<file path="src/rtl/evcnt_pkg.sv">
package evcnt_pkg;

    localparam int NUM_CNT   = 8;
    localparam int CNT_W     = 20;
    localparam int DATA_W    = 8;
    localparam int ADDR_W    = 8;
    localparam int IDX_W     = $clog2(NUM_CNT);
    localparam int HOLD_W    = CNT_W - DATA_W;
    localparam int TOP_W     = CNT_W - 2 * DATA_W;
    localparam int SPAN      = NUM_CNT * 4;
    localparam logic [ADDR_W-1:0] BASE_ADDR = 8'hA0;

    typedef enum logic [1:0] {
        SEL_ZERO = 2'd0,
        SEL_TOP  = 2'd1,
        SEL_MID  = 2'd2,
        SEL_LOW  = 2'd3
    } byte_sel_e;

    typedef struct packed {
        logic             hit;
        logic [IDX_W-1:0] idx;
        byte_sel_e        sel;
    } addr_dec_t;

    function automatic addr_dec_t decode_addr(logic [ADDR_W-1:0] a);
        addr_dec_t       d;
        logic [ADDR_W-1:0] rel;
        rel   = a - BASE_ADDR;
        d.hit = (a >= BASE_ADDR) && (rel < ADDR_W'(SPAN));
        d.idx = rel[IDX_W+1:2];
        d.sel = byte_sel_e'(rel[1:0]);
        return d;
    endfunction

endpackage

</file>
<file path="src/rtl/evcnt_cell.sv">
module evcnt_cell #(
    parameter int CNT_W  = 20,
    parameter int DATA_W = 8
) (
    input  logic              clk,
    input  logic              rst,
    input  logic              stop_mode,
    input  logic              inc,
    input  logic              wr_top,
    input  logic              wr_mid,
    input  logic              wr_low,
    input  logic [DATA_W-1:0] wdata,
    output logic [CNT_W-1:0]  count,
    output logic              inc_irq,
    output logic              wrap_irq
);
    localparam int TOP_W = CNT_W - 2 * DATA_W;
    localparam logic [CNT_W-1:0] CNT_MAX = {CNT_W{1'b1}};

    logic at_max;
    logic take_inc;

    assign at_max   = (count == CNT_MAX);
    assign take_inc = inc && !stop_mode;

    // The count has no reset on purpose: it must survive a block reset.
    always_ff @(posedge clk) begin
        if (!rst) begin
            if (stop_mode) begin
                if (wr_top) count[CNT_W-1:2*DATA_W]    <= wdata[TOP_W-1:0];
                if (wr_mid) count[2*DATA_W-1:DATA_W]   <= wdata;
                if (wr_low) count[DATA_W-1:0]          <= wdata;
            end else if (inc) begin
                count <= at_max ? '0 : count + 1'b1;
            end
        end
    end

    always_ff @(posedge clk) begin
        if (rst) begin
            inc_irq  <= 1'b0;
            wrap_irq <= 1'b0;
        end else begin
            inc_irq  <= take_inc;
            wrap_irq <= take_inc && at_max;
        end
    end

endmodule

</file>
<file path="src/rtl/evcnt_rdpath.sv">
module evcnt_rdpath
    import evcnt_pkg::*;
(
    input  logic                             clk,
    input  logic                             rst,
    input  logic                             rd_en,
    input  addr_dec_t                        dec,
    input  logic [NUM_CNT-1:0][CNT_W-1:0]    counts,
    output logic [DATA_W-1:0]                rdata,
    output logic [HOLD_W-1:0]                hold
);
    logic [CNT_W-1:0] picked;

    assign picked = counts[dec.idx];

    always_ff @(posedge clk) begin
        if (rst) begin
            rdata <= '0;
            hold  <= '0;
        end else begin
            rdata <= '0;
            if (rd_en && dec.hit) begin
                unique case (dec.sel)
                    SEL_LOW: begin
                        rdata <= picked[DATA_W-1:0];
                        hold  <= picked[CNT_W-1:DATA_W];
                    end
                    SEL_MID:  rdata <= hold[DATA_W-1:0];
                    SEL_TOP:  rdata <= DATA_W'(hold[HOLD_W-1:DATA_W]);
                    default:  rdata <= '0;
                endcase
            end
        end
    end

endmodule

</file>
<file path="src/rtl/evcnt_bank.sv">
module evcnt_bank
    import evcnt_pkg::*;
(
    input  logic               clk,
    input  logic               rst,
    input  logic               stop_mode,
    input  logic [NUM_CNT-1:0] inc_strobe,
    input  logic               cs,
    input  logic               wr,
    input  logic [ADDR_W-1:0]  addr,
    input  logic [DATA_W-1:0]  wdata,
    output logic [DATA_W-1:0]  rdata,
    output logic [NUM_CNT-1:0] inc_irq,
    output logic [NUM_CNT-1:0] wrap_irq
);
    addr_dec_t                     dec;
    logic                          wr_go;
    logic                          rd_go;
    logic [NUM_CNT-1:0][CNT_W-1:0] counts;
    logic [HOLD_W-1:0]             hold;

    assign dec   = decode_addr(addr);
    assign wr_go = cs && wr && dec.hit;
    assign rd_go = cs && !wr;

    for (genvar i = 0; i < NUM_CNT; i++) begin : g_cnt
        logic mine;
        assign mine = wr_go && (dec.idx == IDX_W'(i));

        evcnt_cell #(
            .CNT_W  (CNT_W),
            .DATA_W (DATA_W)
        ) i_cell (
            .clk       (clk),
            .rst       (rst),
            .stop_mode (stop_mode),
            .inc       (inc_strobe[i]),
            .wr_top    (mine && dec.sel == SEL_TOP),
            .wr_mid    (mine && dec.sel == SEL_MID),
            .wr_low    (mine && dec.sel == SEL_LOW),
            .wdata     (wdata),
            .count     (counts[i]),
            .inc_irq   (inc_irq[i]),
            .wrap_irq  (wrap_irq[i])
        );
    end

    evcnt_rdpath i_rdpath (
        .clk    (clk),
        .rst    (rst),
        .rd_en  (rd_go),
        .dec    (dec),
        .counts (counts),
        .rdata  (rdata),
        .hold   (hold)
    );

endmodule

</file>
<file path="config.mk">
export PLATFORM = sky130hd
export DESIGN_NAME = evcnt_bank
export DESIGN_NICKNAME = d
export VERILOG_FILES = /design/src/rtl/evcnt_pkg.sv /design/src/rtl/evcnt_cell.sv /design/src/rtl/evcnt_rdpath.sv /design/src/rtl/evcnt_bank.sv
export SDC_FILE = /design/constraint.sdc
export NUM_CORES = 1
export LEC_CHECK = 0
export ABC_AREA = 1
export BUFFER_PORTS_ARGS = -buffer_cell sky130_fd_sc_hd__buf_2
export CAP_MARGIN = 20
export CORE_UTILIZATION = 40
export DETAILED_ROUTE_END_ITERATION = 7
export GPL_TIMING_DRIVEN = 0
export PLACE_DENSITY = 0.54
export SYNTH_ARGS = -nofsm -noshare
export SYNTH_HDL_FRONTEND = slang
export SYNTH_SLANG_ARGS = --single-unit
export TNS_END_PERCENT = 1
</file>
<file path="constraint.sdc">
create_clock -name clk -period 2.5 [get_ports clk]
set_input_delay 0.5 -clock clk [delete_from_list [all_inputs] [get_ports clk]]
set_output_delay 0.5 -clock clk [all_outputs]
set_load 0.02 [all_outputs]
</file>
==> out/metrics.yaml, run 1 <==
run_status:
  run_status: "finished clean"
synth:
  ys_seq_area_frac: 0.436
  ys_ff_latch: 196
  syn_nets: 1744
  syn_inst: 1706
  yosysWarnings: 0
  synth_area_leaders: "edfxtp_1 (38%), nand2_1 (13%), nor2_1 (7.0%)"
  ys_types: 32
  netlist_area_um2: 12700
  ys.flop_type: "edfxtp_1"
  synth_edf_count: 160
  async_flop_share: 0
  syn_area_per_cell_um2: 7.43
  synth_top_area_share: 0.379
  synth_top_area_cell: "edfxtp_1"
timing:
  hold_violations: 0
  finalClockSkew_ns: 0.0174
  finalMaxSlewViolations: 0
  tns_ns: 0
  tightest_slew_ns: 1.13
  finalCriticalPeriod_ns: 2.39
  rsz0062_at_grt: "false"
  period_share: 0.958
  setup_viol: 0
  layout_setup_ws_ns: 0.105
  fmax_mhz: 418
  relSlewSlack: 0.246
cells_and_area:
  n_antenna_cell: 0
  nets: 1819
  area.growth.synth_to_final_pct: 11.3
  drive_gt1_frac: 0.104
  seq_area_um2: 5530
  multiInputGateArea_um2: 6270
  fill_cells: 3240
  fin_area_um2: 14100
  final_core_util: 0.456
worst_setup_path:
  worstSetupEndpointType: "flip-flop"
  worstPathRequired_ns: 2.64
  crit_type: "reg2reg"
  cp_max_fo: 8
  critPathArrivalTime_ns: 2.53
  reg2reg_depth: 8
  startpoint_type: "flip-flop"
placed_design:
  port_buffers: 51
  place_hpwl_mm: 38.2
  placed_cell_area_um2: 13400
  pre_cts_slack_ns: -0.639
  routabilityCongestion: 0.996
grt:
  antenna_found_initial: 0
  overflow: 0
  grt_pass1_wl_mm: 72.5
  grt_pass1_vias: 11378
  grt.total_usage: 0.307
  grt_max_degree: 18
cts:
  cts_max_level: 4
  cts_buffers: 17
  cts_buffer_depth: 2
  tritoncts: "done"
  path_clk_slew_ns: 0.08
  ctsRootBufferMaster: "clkbuf_16"
  clock-sinks: 196
  clkLatencyLatePin_ns: 0.47
die:
  coreArea_um2: 30900
  initial_core_util: 0.410
  row_count: 64
  pin_count: 53
  die_w_um: 180
  chipHeight_um: 180
  dieArea_um2: 32400
detailed_routing:
  wire_per_inst_um: 22.7
  postRouteAntennaNets: 0
  via_per_inst: 5.64
  drc: 0
  dr.pass1.iters: 5
  drt_wl_total_mm: 49.8
  vias: 12342
  drt_iter0_markers: 1418
power:
  total_power_mw: 7.51
  p_leak_nw: 5.62
  p_per_area_nw_per_um2: 532
  peakVddDrop_v: 0.000439
hold_path:
  holdPathStages: 2
  hp-class: "in2reg"
flow_run:
  maxCapViolCount: 0
sequential cells by signal, summed over array words and instances, names as in the netlist:
| signal | count |
|---|---|
| g_cnt.i_cell.count | 160 |
| g_cnt.i_cell.inc_irq | 8 |
| g_cnt.i_cell.wrap_irq | 8 |
| i_rdpath.hold | 12 |
| i_rdpath.rdata | 8 |
metal layers:
metal,vias to the layer above,track usage,share of wire
li1,5825,-,-
met2,603,0.458,0.42
met4,0,0.123,0.034
met5,-,0,0
met1,5829,0.427,0.45
met3,85,0.0737,0.092
cell usage in the layout (no fill, tap or decap), types with 8 or more instances in the layout:
master     instances
nand3b_1           8
buf_4             28
nand3_1          135
xnor2_1           21
dfxtp_1           36
buf_2             68
clkbuf_16         17
a21oi_1           86
nor2_4             8
nor2_1           238
inv_1            144
edfxtp_1         160
nand2_1          439
nor3_1            19
nor2_2            10
o21ai_0          151
nand4_1           56
nand2_2           12
ha_1               9
clkbuf_1          30
xor2_1            57
a21oi_2           13
cell type report:
class / count / area share
timing repair buffer: 56 / 0.0226
sequential: 196 / 0.392
tap: 396 / 0.0351
clock inverter: 13 / 0.00692
clock buffer: 19 / 0.0307
multi-input combinational: 1287 / 0.445
inverter: 147 / 0.0391
buffer: 76 / 0.0289
Yosys cell counts (27+ instances only):
cell	n
a21oi_1	101
dfxtp_1	36
clkbuf_1	28
o21ai_0	151
xor2_1	57
nand4_1	56
nand2_1	439
buf_4	27
nand3_1	138
inv_1	144
nor2_1	238
edfxtp_1	160
repair_timing:
| item | in CTS | in global routing |
|---|---|---|
| hold buffers | 0 | 0 |
| endpoints found under the setup margin | 80 | 59 |
| buffers inserted | 0 | 0 |
| hold endpoints to repair | 0 | 0 |
| resized for setup | 11 | 9 |
metrics by stage:
step           hold WS [ns]  std cells
2_1_floorplan         0.439       1706
3_3_place_gp          0.455       2153
3_5_place_dp          0.457       2154
4_1_cts               0.241       2186
5_1_grt               0.277       2190
6_report              0.265       2190
critical path: stages (launching register included):
cell and delay (ns):
edfxtp_1 0.47, ha_1 0.35, nand3_1 0.21, inv_1 0.09, nand2_1 0.12, nor2_2 0.20, nand3_2 0.26, nand2_2 0.25
o21ai_0 0.13
report_power, final:
part / switching, mW / internal (mW) / leakage [nW]
registers: 0.154 / 3.70 / 1.79
logic: 0.744 / 0.277 / 3.56
clock network: 1.35 / 1.29 / 0.265
total: 2.24 / 5.26 / 5.62
cell families after synthesis:
family / after synthesis / share of synthesized area
AO/OA/AOI/OAI: 267 / 0.109
XOR/XNOR: 78 / 0.0539
adder cells (fa/ha/maj): 9 / 0.00889
buffers and inverters: 223 / 0.0757
flip-flops: 196 / 0.436
AND/OR/NAND/NOR: 933 / 0.316
worst paths after layout:
| path | start | slack, ns | endpoint |
|---|---|---|---|
| setup / recovery | g_cnt[3].i_cell.count[1]$_DFFE_PP_ | 0.11 | g_cnt[3].i_cell.count[5]$_DFFE_PP_ |
| hold / removal | rst | 0.27 | i_rdpath.hold[1]$_SDFFE_PP0P_ |
| setup reg to reg | g_cnt[3].i_cell.count[1]$_DFFE_PP_ | 0.11 | g_cnt[3].i_cell.count[5]$_DFFE_PP_ |
| hold reg to reg | i_rdpath.hold[4]$_SDFFE_PP0P_ | 0.47 | i_rdpath.hold[4]$_SDFFE_PP0P_ |
No activity file was read; power rests on OpenSTA's default activity.
==> inputs of run 2 (changes only) <==
CTS_BUF_LIST = sky130_fd_sc_hd__clkbuf_8   (was not set)
==> run 2 against run 1 <==
Non-clock buffer count is 2 lower. Combinational power hardly changed. Register-to-register slack gained 0.02 ns. First-iteration DRC count increased by 4.4%. Sequential share of layout area increased by 0.68 points. Clock skew is 0.014 ns higher. Hold slack worse by 0.076 ns. Setup slack better by 0.024 ns. Sequential power is essentially flat. Flip-flop and latch count is the same. Core utilization down 0.78 points. Die area unchanged. Largest cell class unchanged. Largest power group unchanged. Highest routed layer unchanged.
==> out/metrics.yaml, run 2 (synthesis gave the netlist of run 1 again) <==
detailed_routing:
  drc: 0
  vias: 12374
  wire_per_inst_um: 22.7
  drt_iter0_markers: 1481
  via_per_inst: 5.66
  drt_wl_total_mm: 49.6
  dr.pass1.iters: 6
  postRouteAntennaNets: 0
cts:
  clkLatencyLatePin_ns: 0.52
  tritoncts: "done"
  clock-sinks: 196
  path_clk_slew_ns: 0.13
  cts_buffer_depth: 2
  ctsRootBufferMaster: "clkbuf_8"
  cts_buffers: 17
  cts_max_level: 4
  cts_setup_buffers: 0
  ctsHoldBuffers: 0
power:
  p_leak_nw: 5.52
  peakVddDrop_v: 0.000320
  p_per_area_nw_per_um2: 492
  total_power_mw: 6.82
die:
  coreArea_um2: 30900
  pin_count: 53
  dieArea_um2: 32400
  chipHeight_um: 180
  die_w_um: 180
  initial_core_util: 0.410
  row_count: 64
flow_run:
  maxCapViolCount: 0
timing:
  finalMaxSlewViolations: 0
  period_share: 0.948
  finalClockSkew_ns: 0.0311
  finalCriticalPeriod_ns: 2.37
  hold_violations: 0
  hold_slack_ns: 0.189
  fmax_mhz: 422
  tightest_slew_ns: 1.20
  setup_viol: 0
  relSlewSlack: 0.200
hold_path:
  hp-class: "in2reg"
grt:
  overflow: 0
  grt.total_usage: 0.306
  grt_pass1_wl_mm: 72.1
  grt_pass1_vias: 11283
  grt_max_degree: 18
  antenna_found_initial: 0
run_status:
  run_status: "finished clean"
cells_and_area:
  largest_register_ffs: 160
  drive_gt1_frac: 0.103
  largest_register: "g_cnt.i_cell.count"
  final_cell_mix: "nand2_1 (439), nor2_1 (238), edfxtp_1 (160), o21ai_0 (151), inv_1 (146)"
  top_regs: "g_cnt.i_cell.count: 160 flops, i_rdpath.hold: 12 flops"
  n_antenna_cell: 0
  nets: 1817
  area.growth.synth_to_final_pct: 9.40
  final_common_cell: "nand2_1"
placed_design:
  routabilityCongestion: 0.996
  port_buffers: 51
  place_hpwl_mm: 38.2
worst_setup_path:
  crit_type: "reg2reg"
  worstSetupEndpointType: "flip-flop"
  worstPathRequired_ns: 2.70
  startpoint_type: "flip-flop"
  critPathArrivalTime_ns: 2.57
  cp_max_fo: 8
## run 2: cell types whose count changed in the layout (fill, tap and decap cells not counted), sizes merged
cell    change
buf         -2
inv         +2
clkbuf      -2
## run 2: worst max-delay path, cell delays in order, from the launching register on
cell and delay [ns]:
edfxtp_1 0.48, ha_1 0.35, nand3_1 0.19, inv_1 0.09, nand2_1 0.12, nor2_2 0.20, nand3_2 0.27, nand2_2 0.25
o21ai_0 0.12
## run 2: repair_timing
item	CTS	global route
pin swaps	0	0
gates resized for setup	5	12
gates cloned	0	0
setup endpoints to repair	39	91
hold endpoints to repair	0	0
## run 2: path summary, 6_finish.rpt
path / slack, ns / depth (start not counted) / start / to
hold / removal: 0.19 / 2 / rst / i_rdpath.hold[1]$_SDFFE_PP0P_
setup / recovery: 0.13 / 8 / g_cnt[3].i_cell.count[1]$_DFFE_PP_ / g_cnt[3].i_cell.count[15]$_DFFE_PP_
hold reg to reg: 0.48 / 2 / i_rdpath.hold[4]$_SDFFE_PP0P_ / i_rdpath.hold[4]$_SDFFE_PP0P_
setup reg to reg: 0.13 / 8 / g_cnt[3].i_cell.count[1]$_DFFE_PP_ / g_cnt[3].i_cell.count[15]$_DFFE_PP_
## run 2: area by class of cell
| cell class | instances | area [µm²] |
|---|---|---|
| Clock inverter | 15 | 105 |
| Tap cell | 396 | 495 |
| Timing Repair Buffer | 54 | 289 |
| Fill cell | 3279 | 17000 |
| Inverter | 147 | 552 |
| Buffer | 76 | 408 |
| Multi-Input combinational cell | 1287 | 6250 |
| Clock buffer | 17 | 234 |
| Sequential cell | 196 | 5530 |
## run 2: through the flow
step | setup WS [ns] | area, µm² | TNS, ns | util | std cells
finish | 0.129 | 13900 | 0 | 0.449 | 2188
global route | -0.0320 | 13900 | -0.0320 | 0.449 | 2188
CTS | 0.0108 | 13800 | 0 | 0.446 | 2186
detailed placement | -0.639 | 13400 | -71.72 | 0.435 | 2154
global placement | -0.637 | 13400 | -68.14 | 0.434 | 2153
floorplan | 0.162 | 12700 | 0 | - | 1706
## run 2: routing by layer
| layer | wire length [µm] | global-route usage | up-vias |
|---|---|---|---|
| met5 | 0 | 0 | - |
| met4 | 1780 | 0.114 | 0 |
| met3 | 4540 | 0.0687 | 101 |
| met2 | 20800 | 0.457 | 613 |
| met1 | 22400 | 0.432 | 5843 |
| li1 | - | - | 5817 |
## run 2: where the power goes
group          internal [mW]  switching (mW)  total [mW]
logic                  0.272           0.741        1.01
registers               3.70           0.152        3.85
clock network          0.695            1.26        1.96
